File: src/rtl/mbx_pkg.sv
package mbx_pkg;

    localparam int DATA_W   = 8;
    localparam int HS_LINES = 2;
    localparam int HS_ACK   = 0;
    localparam int HS_STB   = 1;
    localparam int IEN_MBX  = 0;

    typedef struct packed {
        logic data_wr;
        logic data_rd;
        logic ctrl_wr;
        logic stat_rd;
    } host_req_t;

    typedef struct packed {
        logic tx;
        logic rx;
    } ready_t;

    // handshake line n is pulled low at offset 4n and released at 4n+1
    function automatic int hs_lo_off(input int line);
        return line * 4;
    endfunction

    function automatic int hs_hi_off(input int line);
        return line * 4 + 1;
    endfunction

    function automatic logic [DATA_W-1:0] status_byte(input ready_t f);
        return {4'hF, 2'b00, f.tx, f.rx};
    endfunction

endpackage

File: src/rtl/mbx_host_decode.sv
module mbx_host_decode
    import mbx_pkg::*;
#(
    parameter int DEC_W = 8,
    parameter int BASE  = 'hB8
) (
    input  logic [DEC_W-1:0] h_port,
    input  logic             h_wr,
    input  logic             h_rd,
    output host_req_t        req
);
    localparam logic [DEC_W-1:0] CTRL_A = DEC_W'(BASE);
    localparam logic [DEC_W-1:0] DATA_A = DEC_W'(BASE + 1);

    logic hit_data;
    logic hit_ctrl;

    assign hit_data = (h_port == DATA_A);
    assign hit_ctrl = (h_port == CTRL_A);

    always_comb begin
        req.data_wr = h_wr && hit_data;
        req.data_rd = h_rd && hit_data;
        req.ctrl_wr = h_wr && hit_ctrl;
        req.stat_rd = h_rd && hit_ctrl;
    end
endmodule

File: src/rtl/mbx_link.sv
module mbx_link
    import mbx_pkg::*;
(
    input  logic              clk,
    input  logic              rst,
    input  logic              host_wr_ev,
    input  logic              host_rd_ev,
    input  logic [DATA_W-1:0] h_wdata,
    input  logic              c_data_wr,
    input  logic              c_data_rd,
    input  logic [DATA_W-1:0] c_wdata,
    output logic [DATA_W-1:0] data_q,
    output ready_t            rdy_q
);
    always_ff @(posedge clk) begin
        if (rst) begin
            data_q <= '0;
        end else if (c_data_wr) begin
            data_q <= c_wdata;
        end else if (host_wr_ev) begin
            data_q <= h_wdata;
        end
    end

    always_ff @(posedge clk) begin
        if (rst) begin
            rdy_q <= '0;
        end else begin
            if (c_data_wr) begin
                rdy_q.rx <= 1'b0;
            end else if (host_rd_ev) begin
                rdy_q.rx <= 1'b1;
            end
            if (c_data_rd) begin
                rdy_q.tx <= 1'b0;
            end else if (host_wr_ev) begin
                rdy_q.tx <= 1'b1;
            end
        end
    end
endmodule

File: src/rtl/mbx_hs_line.sv
module mbx_hs_line #(
    parameter int OFF_W  = 3,
    parameter int LO_OFF = 0,
    parameter int HI_OFF = 1
) (
    input  logic             clk,
    input  logic             rst,
    input  logic             host_pull,
    input  logic             cop_wr,
    input  logic [OFF_W-1:0] cop_off,
    output logic             line_q
);
    always_ff @(posedge clk) begin
        if (rst) begin
            line_q <= 1'b1;
        end else if (cop_wr && cop_off == OFF_W'(HI_OFF)) begin
            line_q <= 1'b1;
        end else if (cop_wr && cop_off == OFF_W'(LO_OFF)) begin
            line_q <= 1'b0;
        end else if (host_pull) begin
            line_q <= 1'b0;
        end
    end
endmodule

File: src/rtl/mbx_irq_gate.sv
module mbx_irq_gate
    import mbx_pkg::*;
#(
    parameter int IEN_W = 6
) (
    input  logic             clk,
    input  logic             rst,
    input  logic             ien_wr,
    input  logic [IEN_W-1:0] ien_wdata,
    input  logic             src_n,
    output logic [IEN_W-1:0] ien_q,
    output logic             irq
);
    always_ff @(posedge clk) begin
        if (rst) begin
            ien_q <= '0;
        end else if (ien_wr) begin
            ien_q <= ien_wdata;
        end
    end

    assign irq = ien_q[IEN_MBX] & ~src_n;
endmodule

File: src/rtl/cpu_mailbox.sv
module cpu_mailbox
    import mbx_pkg::*;
#(
    parameter int DEC_W    = 8,
    parameter int BASE     = 'hB8,
    parameter int HS_OFF_W = 3,
    parameter int IEN_W    = 6,
    parameter int IRQ_VEC  = 'h03
) (
    input  logic                clk,
    input  logic                rst,
    input  logic [DEC_W-1:0]    h_port,
    input  logic                h_wr,
    input  logic                h_rd,
    input  logic [DATA_W-1:0]   h_wdata,
    output logic [DATA_W-1:0]   h_rdata,
    input  logic                c_data_wr,
    input  logic                c_data_rd,
    input  logic [DATA_W-1:0]   c_wdata,
    output logic [DATA_W-1:0]   c_rdata,
    input  logic                c_hs_wr,
    input  logic [HS_OFF_W-1:0] c_hs_off,
    input  logic                c_ien_wr,
    input  logic [IEN_W-1:0]    c_ien_wdata,
    input  logic                irq_src_n,
    output logic                ack_n,
    output logic                stb_n,
    output logic [IEN_W-1:0]    ien_q,
    output logic                cop_irq,
    output logic [DATA_W-1:0]   cop_vec,
    output logic                cop_rst
);
    host_req_t             req;
    ready_t                rdy;
    logic                  rx_flag;
    logic                  tx_flag;
    logic [DATA_W-1:0]     data_q;
    logic [HS_LINES-1:0]   pull;
    logic [HS_LINES-1:0]   line_q;

    mbx_host_decode #(.DEC_W(DEC_W), .BASE(BASE)) u_dec (
        .h_port (h_port),
        .h_wr   (h_wr),
        .h_rd   (h_rd),
        .req    (req)
    );

    mbx_link u_link (
        .clk        (clk),
        .rst        (rst),
        .host_wr_ev (req.data_wr),
        .host_rd_ev (req.data_rd),
        .h_wdata    (h_wdata),
        .c_data_wr  (c_data_wr),
        .c_data_rd  (c_data_rd),
        .c_wdata    (c_wdata),
        .data_q     (data_q),
        .rdy_q      (rdy)
    );

    assign rx_flag = rdy.rx;
    assign tx_flag = rdy.tx;

    // a host data read pulls the ack line, a host data write pulls the strobe line
    assign pull[HS_ACK] = req.data_rd;
    assign pull[HS_STB] = req.data_wr;

    for (genvar gi = 0; gi < HS_LINES; gi++) begin : g_hs
        mbx_hs_line #(
            .OFF_W  (HS_OFF_W),
            .LO_OFF (hs_lo_off(gi)),
            .HI_OFF (hs_hi_off(gi))
        ) u_line (
            .clk       (clk),
            .rst       (rst),
            .host_pull (pull[gi]),
            .cop_wr    (c_hs_wr),
            .cop_off   (c_hs_off),
            .line_q    (line_q[gi])
        );
    end

    assign ack_n = line_q[HS_ACK];
    assign stb_n = line_q[HS_STB];

    mbx_irq_gate #(.IEN_W(IEN_W)) u_irq (
        .clk       (clk),
        .rst       (rst),
        .ien_wr    (c_ien_wr),
        .ien_wdata (c_ien_wdata),
        .src_n     (irq_src_n),
        .ien_q     (ien_q),
        .irq       (cop_irq)
    );

    assign cop_vec = DATA_W'(IRQ_VEC);

    always_ff @(posedge clk) begin
        if (rst) begin
            cop_rst <= 1'b1;
        end else if (req.ctrl_wr) begin
            cop_rst <= h_wdata[0];
        end
    end

    always_comb begin
        h_rdata = '0;
        if (req.data_rd) begin
            h_rdata = data_q;
        end else if (req.stat_rd) begin
            h_rdata = status_byte(rdy);
        end
    end

    assign c_rdata = data_q;
endmodule

File: config.mk
export PLATFORM = sky130hd
export DESIGN_NAME = cpu_mailbox
export DESIGN_NICKNAME = d
export VERILOG_FILES = /design/src/rtl/mbx_pkg.sv /design/src/rtl/mbx_host_decode.sv /design/src/rtl/mbx_link.sv /design/src/rtl/mbx_hs_line.sv /design/src/rtl/mbx_irq_gate.sv /design/src/rtl/cpu_mailbox.sv
export SDC_FILE = /design/constraint.sdc
export NUM_CORES = 1
export LEC_CHECK = 0
export ABC_AREA = 0
export BUFFER_PORTS_ARGS = -buffer_cell sky130_fd_sc_hd__buf_4
export CORE_AREA = 2 2 58 60
export CTS_CLUSTER_DIAMETER = 60
export DETAILED_ROUTE_END_ITERATION = 6
export DIE_AREA = 0 0 60 62
export PLACE_DENSITY_LB_ADDON = 0.25
export SLEW_MARGIN = 20
export SYNTH_ARGS = -nofsm -noshare
export SYNTH_HDL_FRONTEND = slang
export SYNTH_SLANG_ARGS = --single-unit
File: constraint.sdc
create_clock -name clk -period 1.1 [get_ports clk]
set_input_delay 0.11 -clock clk [delete_from_list [all_inputs] [get_ports clk]]
set_output_delay 0.11 -clock clk [all_outputs]
set_load 0.01 [all_outputs]
==> flow_metrics.env <==
export IMPL_synthMuxAreaShare=0.152
export IMPL_tritoncts_num_buffers=3
export IMPL_fin_cells=235
export IMPL_dieWidth_um=60
export IMPL_hold_path_class="input pin to flop"
export IMPL_synth_top_area_frac=0.361
export IMPL_place_hpwl_um=2240
export IMPL_synth_edf_count=0
export IMPL_powerDensity_nw_per_um2=863
export IMPL_ys_types=29
export IMPL_area_delta_synth_final_pct=64.3
export IMPL_ios=76
export IMPL_core_um2=3180
export IMPL_cp_start_kind="input pin"
export IMPL_fill_cells=304
export IMPL_routedWlPerCell_um=12.4
export IMPL_synthAdderAreaFrac=0
export IMPL_synth_yosys_seq_area_share=0.361
export IMPL_violations="negative setup slack"
export IMPL_status="finished with violations"
export IMPL_finalPower_mw=1.50
export IMPL_synth_top_family_by_area="simple AND/OR/NAND/NOR gates"
export IMPL_gp_congestion=0.723
export IMPL_clock_fmax_mhz=877
export IMPL_grt_antenna_before_repair=0
export IMPL_synthFlopType="dfxtp_1"
export IMPL_synth_xor_area_frac=0
export IMPL_final_setup_viol_count=6
export IMPL_drv_cap=0
export IMPL_crit_slowest_cell="and4b_1"
export IMPL_synth_warnings=0
export IMPL_diodes=0
export IMPL_cts_tree="done"
export IMPL_cts_root_buf="clkbuf_4"
export IMPL_h_tree_depth=1
export IMPL_grt_pass1_vias=995
export IMPL_dieArea_um2=3720
export IMPL_cp_arrival_ps=1030
export IMPL_required_ps=990
export IMPL_grt_max_degree=21
export IMPL_path_depth=6
export IMPL_stdcell_area_um2=1730
export IMPL_vias_per_cell=4.66
export IMPL_grt_ovfl_total=0
export IMPL_synth_simple_area_share=0.212
export IMPL_leakagePower_nw=0.804
export IMPL_timing_hold_violations_final=0
export IMPL_clk_pin_slew_ps=100
export IMPL_drc=0
export IMPL_port_buffer_count=67
export IMPL_routed_wl_um=2920
export IMPL_clock_sinks=19
export IMPL_max_stage_delay_ps=300
export IMPL_max_vdd_ir_drop_mv=0.339
export IMPL_path_delay_family="simple AND/OR/NAND/NOR gates"
export IMPL_yosysTopAreaCell="dfxtp_1"
export IMPL_path_class="input pin to primary output"
export IMPL_synthTopCellsByArea="dfxtp_1 (36%), mux2i_1 (15%), buf_4 (7.1%)"
export IMPL_ant_nets=0
export IMPL_multi_input_area_um2=631
export IMPL_synth_avg_cell_area_um2=9.02
export IMPL_ys_seq_elements=19
export IMPL_period_share=1.04
export IMPL_place_ws_ps=-125
export IMPL_fin_nets=232
export IMPL_cp_max_fo=6
export IMPL_synth_area_um2=1050
export IMPL_cp_num_buf_inv=3
export IMPL_clock_path_buffers=2
export IMPL_drive_gt1_frac=0.524
export IMPL_rows=21
export IMPL_clock_skew_ps=0
export IMPL_synth_most_common_cell="nor2_1"
export IMPL_tns_ps=-170
export IMPL_placedCellCount=223
export IMPL_r2r_cells=3
export IMPL_vias=1094
export IMPL_drt_pass1_iterations=4
export IMPL_synthArstFlopShare=0
export IMPL_critPathMostFrequentCell="buf_6"
export IMPL_path_cells="buf_6 > and4b_1 > nand4_1 > buf_6 > a21oi_2 > buf_4"
export IMPL_period_needed_ps=1140
export IMPL_post_synth_inst_count=117
export IMPL_seq_area_um2=389
export IMPL_place_area_um2=1560
export IMPL_grt_pass1_wl_um=4240
export IMPL_synthTopCellsByCount="nor2_1 (20), dfxtp_1 (19), mux2i_1 (16)"
export IMPL_slew_viol_final=0
export IMPL_synth_compound_area_frac=0.148
export IMPL_die_y_um=62
export IMPL_rsz0062_at_grt="true"
export IMPL_cp_end_kind="primary output"
export IMPL_clk_latency_ps=290
export IMPL_grt_usage=0.150
export IMPL_final_setup_worst_slack_ps=-40.0
export IMPL_drtIter0Drc=23
export IMPL_start_util=0.332
export IMPL_min_path_cells=3
## cell usage in the layout (no fill, tap or decap), types with 2 or more instances in the layout
| cell | n |
|---|---|
| inv_1 | 8 |
| dfxtp_2 | 7 |
| nand3_4 | 2 |
| conb_1 | 8 |
| a311o_1 | 2 |
| nor2_4 | 2 |
| nand4_1 | 2 |
| buf_4 | 71 |
| buf_6 | 5 |
| a31oi_1 | 3 |
| mux2i_1 | 15 |
| and4b_1 | 2 |
| a221oi_1 | 7 |
| a21oi_2 | 4 |
| nor3_1 | 2 |
| dfxtp_1 | 12 |
| clkbuf_4 | 3 |
| nor2_1 | 17 |
## flip-flops by register name, indices dropped and copies added (netlist names)
register,count
u_link.data_q,8
g_hs.u_line.line_q,2
cop_rst,1
u_irq.ien_q,6
u_link.rdy_q,2
## worst min-delay path, stage by stage
cell and delay (ps):
buf_4 80, mux2i_1 50, nor2_1 70
## final timing paths
check | from | to | slack [ps]
hold / removal | c_ien_wdata[4] | u_irq.ien_q[4] | 60
hold reg to reg | u_link.data_q[0] | u_link.data_q[0] | 500
setup reg to reg | u_link.data_q[1] | u_link.data_q[1] | 270
setup / recovery | h_port[6] | h_rdata[7] | -40
## cell type report
cell class | instances | share of cell area
Multi-Input combinational cell | 81 | 0.364
Sequential cell | 19 | 0.225
Tap cell | 46 | 0.0332
Inverter | 8 | 0.0173
Clock buffer | 4 | 0.0152
Timing Repair Buffer | 77 | 0.346
## report_power, final
group / internal [mW] / leakage (nW) / switching, mW
clock: 0.141 / 0.0150 / 0.203
sequential: 0.729 / 0.159 / 0.0263
combinational: 0.224 / 0.630 / 0.173
## through the flow
stage	hold WS (ps)	util
global placement	274	0.490
floorplan	187	-
finish	60.8	0.545
global route	83.4	0.545
CTS	62.4	0.502
detailed placement	274	0.490
## what timing repair did
item                                   in CTS  in global routing
pin swaps                                   3                  5
hold buffers                                1                  0
endpoints found under the hold margin       1                  0
gates resized for setup                     1                 25
setup endpoints to repair                   8                  9
setup buffers                               0                  7
## logic make-up (layout without fill, tap and decap cells)
| group | count (synthesis) | in the layout |
|---|---|---|
| DFF | 19 | 19 |
| AOI/OAI and AO/OA | 19 | 19 |
| buffers and inverters | 23 | 89 |
| other | 2 | 8 |
| and+or+nand+nor | 38 | 38 |
| muxes | 16 | 16 |
## layer usage
metal | GRT usage | vias up | wire (um)
met4 | 0.0476 | 0 | 23
met3 | 0.0290 | 4 | 145
met1 | 0.181 | 505 | 1190
met2 | 0.269 | 36 | 1560
li1 | - | 549 | -
met5 | 0 | - | 0
No activity file was read; power rests on OpenSTA's default activity.
